$ cat src/rtl/ser_tx_pkg.sv
package ser_tx_pkg;

   typedef enum logic [1:0] {
      PM_NONE     = 2'd0,
      PM_EVEN     = 2'd1,
      PM_ODD      = 2'd2,
      PM_NONE_ALT = 2'd3
   } par_mode_e;

   typedef enum logic [2:0] {
      PH_IDLE,
      PH_START,
      PH_DATA,
      PH_PAR,
      PH_STOP
   } phase_e;

   function automatic logic par_slot_used(input par_mode_e m);
      return (m == PM_EVEN) || (m == PM_ODD);
   endfunction

endpackage

$ cat src/rtl/ser_tx_holdbuf.sv
module ser_tx_holdbuf #(
   parameter int W = 8
) (
   input  logic         clk,
   input  logic         rst_n,
   input  logic         wr_stb,
   input  logic [W-1:0] wr_data,
   input  logic         take,
   output logic         full,
   output logic [W-1:0] data
);
   logic accept;

   // a write counts only while the slot is empty
   assign accept = wr_stb & ~full;

   always_ff @(posedge clk) begin
      if (!rst_n) begin
         full <= 1'b0;
         data <= '0;
      end else begin
         if (take)
            full <= 1'b0;
         else if (accept)
            full <= 1'b1;
         if (accept)
            data <= wr_data;
      end
   end
endmodule

$ cat src/rtl/ser_tx_bitclock.sv
module ser_tx_bitclock #(
   parameter int OVS = 16
) (
   input  logic clk,
   input  logic rst_n,
   input  logic tick,
   input  logic restart,
   output logic bit_end
);
   localparam int CW = (OVS > 1) ? $clog2(OVS) : 1;
   localparam logic [CW-1:0] LAST = CW'(OVS - 1);

   logic [CW-1:0] cnt;

   assign bit_end = tick && (cnt == LAST);

   always_ff @(posedge clk) begin
      if (!rst_n || restart)
         cnt <= '0;
      else if (tick)
         cnt <= (cnt == LAST) ? '0 : cnt + 1'b1;
   end
endmodule

$ cat src/rtl/ser_tx_parity.sv
module ser_tx_parity
   import ser_tx_pkg::*;
#(
   parameter int W         = 8,
   parameter bit PARITY_EN = 1'b1
) (
   input  logic [W-1:0] data,
   input  logic [1:0]   mode,
   output logic         use_slot,
   output logic         par_bit
);
   generate
      if (PARITY_EN) begin : g_par
         par_mode_e m;
         assign m        = par_mode_e'(mode);
         assign use_slot = par_slot_used(m);
         // even: bit equals XOR of data; odd: inverted
         assign par_bit  = (^data) ^ (m == PM_ODD);
      end else begin : g_nopar
         logic unused_ok;
         assign unused_ok = ^{data, mode};
         assign use_slot  = 1'b0;
         assign par_bit   = 1'b0;
      end
   endgenerate
endmodule

$ cat src/rtl/ser_tx_framer.sv
module ser_tx_framer
   import ser_tx_pkg::*;
#(
   parameter int W         = 8,
   parameter bit PARITY_EN = 1'b1
) (
   input  logic         clk,
   input  logic         rst_n,
   input  logic         bit_end,
   input  logic         buf_full,
   input  logic [W-1:0] buf_data,
   input  logic [1:0]   par_mode,
   output logic         take,
   output logic         line
);
   localparam int IW = (W > 1) ? $clog2(W) : 1;
   localparam logic [IW-1:0] LAST_IDX = IW'(W - 1);

   phase_e        phase;
   logic [W-1:0]  shreg;
   logic [IW-1:0] idx;
   logic          par_q;
   logic          par_use_q;
   logic          par_use_n;
   logic          par_bit_n;

   ser_tx_parity #(.W(W), .PARITY_EN(PARITY_EN)) u_par (
      .data     (buf_data),
      .mode     (par_mode),
      .use_slot (par_use_n),
      .par_bit  (par_bit_n)
   );

   // load from idle, or right at the end of a stop bit
   assign take = buf_full &&
                 ((phase == PH_IDLE) || ((phase == PH_STOP) && bit_end));

   always_ff @(posedge clk) begin
      if (!rst_n) begin
         phase     <= PH_IDLE;
         shreg     <= '0;
         idx       <= '0;
         par_q     <= 1'b0;
         par_use_q <= 1'b0;
      end else if (take) begin
         phase     <= PH_START;
         shreg     <= buf_data;
         idx       <= '0;
         par_q     <= par_bit_n;
         par_use_q <= par_use_n;
      end else if (bit_end) begin
         case (phase)
            PH_START: phase <= PH_DATA;
            PH_DATA: begin
               if (idx == LAST_IDX) begin
                  phase <= par_use_q ? PH_PAR : PH_STOP;
               end else begin
                  idx   <= idx + 1'b1;
                  shreg <= shreg >> 1;
               end
            end
            PH_PAR:  phase <= PH_STOP;
            PH_STOP: phase <= PH_IDLE;
            default: phase <= PH_IDLE;
         endcase
      end
   end

   always_comb begin
      case (phase)
         PH_START: line = 1'b0;
         PH_DATA:  line = shreg[0];
         PH_PAR:   line = par_q;
         default:  line = 1'b1;
      endcase
   end
endmodule

$ cat src/rtl/octet_serializer.sv
module octet_serializer #(
   parameter int DATA_W    = 8,
   parameter int OVS       = 16,
   parameter bit PARITY_EN = 1'b1
) (
   input  logic              clk,
   input  logic              rst_n,
   input  logic              tick,
   input  logic              wr_stb,
   input  logic [DATA_W-1:0] wr_byte,
   input  logic [1:0]        par_mode,
   output logic              txd,
   output logic              buf_rdy
);
   generate
      if (OVS < 2) begin : g_bad_ovs
         $error("octet_serializer: OVS must be at least 2");
      end
      if (DATA_W < 1) begin : g_bad_w
         $error("octet_serializer: DATA_W must be at least 1");
      end
   endgenerate

   logic              full;
   logic [DATA_W-1:0] held;
   logic              take;
   logic              bit_end;

   ser_tx_holdbuf #(.W(DATA_W)) u_buf (
      .clk     (clk),
      .rst_n   (rst_n),
      .wr_stb  (wr_stb),
      .wr_data (wr_byte),
      .take    (take),
      .full    (full),
      .data    (held)
   );

   ser_tx_bitclock #(.OVS(OVS)) u_clk (
      .clk     (clk),
      .rst_n   (rst_n),
      .tick    (tick),
      .restart (take),
      .bit_end (bit_end)
   );

   ser_tx_framer #(.W(DATA_W), .PARITY_EN(PARITY_EN)) u_frm (
      .clk      (clk),
      .rst_n    (rst_n),
      .bit_end  (bit_end),
      .buf_full (full),
      .buf_data (held),
      .par_mode (par_mode),
      .take     (take),
      .line     (txd)
   );

   assign buf_rdy = ~full;
endmodule

$ cat config.mk
export PLATFORM = sky130hd
export DESIGN_NAME = octet_serializer
export DESIGN_NICKNAME = d
export VERILOG_FILES = /design/src/rtl/ser_tx_pkg.sv /design/src/rtl/ser_tx_holdbuf.sv /design/src/rtl/ser_tx_bitclock.sv /design/src/rtl/ser_tx_parity.sv /design/src/rtl/ser_tx_framer.sv /design/src/rtl/octet_serializer.sv
export SDC_FILE = /design/constraint.sdc
export NUM_CORES = 1
export LEC_CHECK = 0
export ABC_CLOCK_PERIOD_IN_PS = 2600
export BUFFER_PORTS_ARGS = -buffer_cell sky130_fd_sc_hd__buf_2
export CORE_MARGIN = 2
export CORE_UTILIZATION = 40
export DETAILED_ROUTE_END_ITERATION = 12
export PLACE_DENSITY_LB_ADDON = 0.3
export SYNTH_ARGS = -nofsm -noshare
export SYNTH_HDL_FRONTEND = slang
export SYNTH_SLANG_ARGS = --single-unit
$ cat constraint.sdc
create_clock -name clk -period 2.6 [get_ports clk]
set_clock_uncertainty 0.15 [all_clocks]
set_input_delay 0.39 -clock clk [delete_from_list [all_inputs] [get_ports clk]]
set_output_delay 0.39 -clock clk [all_outputs]
set_load 0.01 [all_outputs]
After elaboration in Yosys (flattened, before gate mapping)
Cells that the tools add are included.
- register bits: 29
- input bits: 14
- $add $sub $neg: 2
- equality and inequality tests: 11
- multiplexer cells: 11
- bitwise operators: 5
- reduce and logical (&&, ||, !) cells: 16
- operator list (kind ; count):
    8-bit 2-to-1 mux ; 4
    3-bit case mux with 3 select lines ; 1
    8-bit XOR reduction ; 1
    3-bit by 2-bit equality test with 1-bit output, second input constant ; 2
    3-bit equality test, second input constant ; 2
    3-bit 2-to-1 mux ; 2
    3-bit AND reduction ; 2
    4-bit by 1-bit adder with 4-bit output, second input constant ; 1
    4-bit equality test, second input constant ; 1
    4-bit 2-to-1 mux ; 1
    2-bit AND reduction ; 2
    2-bit nonzero test ; 2
    3-bit by 1-bit adder with 3-bit output, second input constant ; 1
    3-bit by 1-bit equality test with 1-bit output, second input constant ; 1
    1-bit logical AND ; 3
    3-bit zero test ; 1
    1-bit logical OR ; 3
    3-bit by 2-bit inequality test with 1-bit output, second input constant ; 1
    1-bit NOT ; 3
    1-bit case mux with 3 select lines ; 1
    2-bit by 1-bit equality test with 1-bit output, second input constant ; 1
    2-bit equality test, second input constant ; 1
    1-bit 2-to-1 mux ; 2
    2-bit by 1-bit inequality test with 1-bit output, second input constant ; 1
    5 further kinds ; 5

Logic depth before layout (Yosys ltp)
- word-level depth: 7
- gate-level depth with buffers: 7
- gate-level depth less buffers: 6

Cells and area by module
Synthesis repeated with hierarchy kept, for this count alone.
- cells, all modules: 167
- area, all modules: 1515.2 um^2
- modules (own cells, without submodules) (module ; times used ; cells an instance ; area each (um^2)):
    ser_tx_framer ; 1 ; 97 ; 844.6
    ser_tx_holdbuf ; 1 ; 39 ; 379.1
    ser_tx_bitclock ; 1 ; 20 ; 185.2
    ser_tx_parity ; 1 ; 10 ; 102.6
    octet_serializer ; 1 ; 1 ; 3.8

Worst setup path after synthesis
Ideal clock, no wire load.
- kind: input port to flip-flop
- start: input par_mode[0]
- end: register u_frm.par_q
- arrival: 1.641 ns
- required time: 2.371 ns
- slack: 0.729 ns
- cell stages on the path: 6
- path buffers: 0
- path through: inv_1 > ha_1 > xnor2_1 > xnor3_1 > or4_1 > o211ai_1
- cells in the longest elaborated chain, start to end: 2
- ends and longest elaborated chain (item ; RTL line ; source):
    start: declaration ; octet_serializer.sv:11 ; input logic [1:0] par_mode,
    2-bit equality test ; ser_tx_parity.sv:18 ; assign par_bit = (^data) ^ (m == PM_ODD);
    1-bit bitwise XOR ; ser_tx_parity.sv:18 ;
    end signal: assignment ; ser_tx_framer.sv:49 ; par_q <= par_bit_n;
    end: declaration ; ser_tx_framer.sv:22 ; logic par_q;
Every way passes these cells.
A chain may end at the register's enable or synchronous reset.

Worst setup path after layout
- start: register u_clk.cnt[0]
- end: register u_clk.cnt[3]
- cells in the longest elaborated chain, start to end: 6
- elaborated cells between the ends (all ways): 8
- ends and longest elaborated chain (item ; RTL line ; source):
    start: declaration ; ser_tx_bitclock.sv:13 ; logic [CW-1:0] cnt;
    start signal: assignment ; ser_tx_bitclock.sv:21 ; cnt <= (cnt == LAST) ? '0 : cnt + 1'b1;
    parallel branches: the longest is 6 deep, another holds 4-bit by 1-bit adder with 4-bit output ; - ;
Several ways; the timed one is not identified.

==> results.cfg <==
[run_status]
outcome = finished clean

[clock_tree]
path_clk_slew_ps = 90
insertion_delay_ps = 330
cts.sinks = 29
htree_levels = 2
root_buffer = clkbuf_4
cts.path.max_buffers = 2
cts_tree = done
cts_made_buffers = 5
cts_setup_buffers = 0
cts-resized-gates = 0
ctsHoldBuffers = 0

[critical_path]
arrival_ps = 2200
critPathKind = reg -> reg
worst_ep_required_time_ps = 2710
endpoint_kind = flip-flop
critPathMaxFanout = 10
cp_top_family = compound AO/OA/AOI/OAI gates
worst-path-buf-inv = 0
slowest_delay_ps = 430
crit_slowest_cell = o21ai_1
crit_chain = ha_1, and4_1, o21ai_1, nand2_1, a21oi_1
startpoint_type = flip-flop

[drt]
viasPerCell = 5.20
routed_wl_um = 2550
dr_wl_met2_um = 1210
ant_nets = 0
drc = 0
dr.max_layer_used = met4
drt-met1-wl_um = 1180
wl_met3_um = 117
vias = 1067
wl_per_cell_um = 12.5
drt-pass1-iter-count = 7
first_iter_violations = 32

[placement]
dpl_cell_area_mm2 = 0.00144
port_buffers = 15
gp_congestion = 0.726
dp.cells = 198
dp_hpwl_um = 1850

[synth]
synth_top_family_by_area = simple AND/OR/NAND/NOR gates
yosys.area.top_type = dfxtp_1
synth_top_cell_area_share_pct = 44.1
netlist_area_mm2 = 0.00132
synth_area_per_cell_um2 = 9.20
yosys_warnings = 0
synth_compound_area_share_pct = 12.9
synth_fp_nets = 161
syn_inst = 143
ys_types = 30
netlist_top_cells_area = dfxtp_1, mux2i_1, nor2_1, a21oi_1, ha_1
synthMuxAreaShare_pct = 14.6
synth_xor_area_share_pct = 6.37
ys_seq_area_share_pct = 44.1
synth-simple-area-share_pct = 14.8
ys_seq_elements = 29
yosys.area_share.adder_pct = 3.81

[global_routing]
grt_max_degree = 13
grt-ovfl-total = 0
antenna_found_initial = 0
grt_pass1_wl_um = 4200
grt_usage_pct = 15.6
grt_pass1_vias = 1014

[sta]
tightest_slew_ps = 636
hold_viol_final = 0
timing.fmax_mhz = 478
tns_ps = 0
finalSetupViolCount = 0
min_period_over_period_pct = 80.4
slew_headroom_pct = 57.2
finalCriticalPeriod_ps = 2090
finalMaxSlewViolations = 0
rsz0062_at_grt = no

[layout]
design_area_mm2 = 0.00149
area.growth.synth_to_final_pct = 13.3
multiInputGateArea_um2 = 691
n_fill_cell = 313
layout.area.seq_um2 = 581
final_cells = 205
drive_gt1_share_pct = 14.9
nets = 179
antenna_cells = 0

[power]
p_per_area_mw_per_mm2 = 594
peakVddDrop_mv = 0.359
power_leakage_uw = 0.000664

[floorplan]
pin_count = 16
die_h_um = 61.3
start_util_pct = 42.7
core_mm2 = 0.00308
rows = 20
fp.dieW_um = 61.3
dieArea_mm2 = 0.00376

[worst_hold_path]
hold_class = in -> reg

[run]
cap_violations = 0
## worst paths after layout
path,cells after the start,startpoint,slack [ps],to
hold reg to reg,2,u_frm.shreg[7],340,u_frm.shreg[7]
setup / recovery,5,u_clk.cnt[0],510,u_clk.cnt[3]
hold / removal,3,wr_stb,110,u_buf.full
setup reg to reg,5,u_clk.cnt[0],510,u_clk.cnt[3]
## layout by cell type (no fill, tap or decap)
cell      instances
nor3_1            1
nand3_1           3
clkbuf_8          1
a21oi_1          12
nor2_1           18
nand2_1          10
nor3b_1           1
buf_2            15
and4_1            1
xnor2_1           4
or4_1             1
clkbuf_1          1
buf_4             2
dfxtp_1          29
a211oi_1          1
ha_1              4
clkbuf_4          5
o31ai_1           1
or3_1             1
a21boi_0          2
nor2b_1           2
a31oi_1           1
a221oi_1          1
mux2i_1          18
nor4b_1           1
o211ai_1          2
o21ai_1           1
xor2_1            3
nand4_1           3
inv_1             5
o21ai_0           9
xnor3_1           1
mux2_2            1
## power by group
| group | leakage, uW | internal (uW) | switching (uW) | total (uW) |
|---|---|---|---|---|
| Combinational | 0.000396 | 57.6 | 56.2 | 114 |
| Sequential | 0.000237 | 471 | 22.7 | 494 |
| Clock | 0.0000314 | 127 | 150 | 278 |
| Total | 0.000664 | 656 | 229 | 886 |
## state kept, by name (all words and copies together) (netlist names)
signal	count
u_buf.data	8
u_frm.shreg	8
u_clk.cnt	4
u_frm.idx	3
u_frm.phase	3
u_buf.full	1
u_frm.par_q	1
u_frm.par_use_q	1
## per-stage QoR
stage	setup slack, ps	power [uW]	hold slack (ps)	utilization, %
after floorplan	729	582	297	-
after CTS	544	896	113	48.4
final	509	886	115	48.4
after global placement	592	614	307	46.6
after global routing	356	937	128	48.4
after detailed placement	566	619	321	46.6
## tightest hold or removal path, delay by kind of cell
kind / cells / cell delay, ps
simple gates: 2 / 90
buf+inv: 1 / 80
## metal layers
metal | global-route usage (%) | vias to the layer above
met5 | 0 | -
met4 | 5.47 | 0
met3 | 7.14 | 6
met2 | 24.8 | 20
met1 | 18.6 | 501
li1 | - | 540
## synthesized netlist by cell type
master    number
dfxtp_1       29
mux2i_1       18
nor2_1        18
a21oi_1       12
nand2_1       10
o21ai_0        9
inv_1          5
clkbuf_1       4
ha_1           4
xnor2_1        4
nand3_1        3
nand4_1        3
xor2_1         3
a21boi_0       2
buf_2          2
nor2b_1        2
o211ai_1       2
a211oi_1       1
a221oi_1       1
a31oi_1        1
and4_1         1
mux2_2         1
nor3_1         1
nor3b_1        1
nor4b_1        1
o21ai_1        1
o31ai_1        1
or3_1          1
or4_1          1
xnor3_1        1
## cell families (layout without fill, tap and decap cells)
| family | count (synthesis) | after routing |
|---|---|---|
| buffers and inverters | 11 | 29 |
| multiplexers | 19 | 19 |
| AO/OA/AOI/OAI | 30 | 30 |
| AND/OR/NAND/NOR | 42 | 42 |
| XOR/XNOR | 8 | 8 |
| adder cells (fa/ha/maj) | 4 | 4 |
| flip-flops | 29 | 29 |
## final cells by class
type / count / area share, %
Multi-Input combinational cell: 103 / 46.3
Sequential cell: 29 / 39.0
Timing Repair Buffer: 17 / 6.05
Clock buffer: 7 / 3.69
Tap cell: 44 / 3.69
Inverter: 5 / 1.26
No activity file was read; power rests on OpenSTA's default activity.
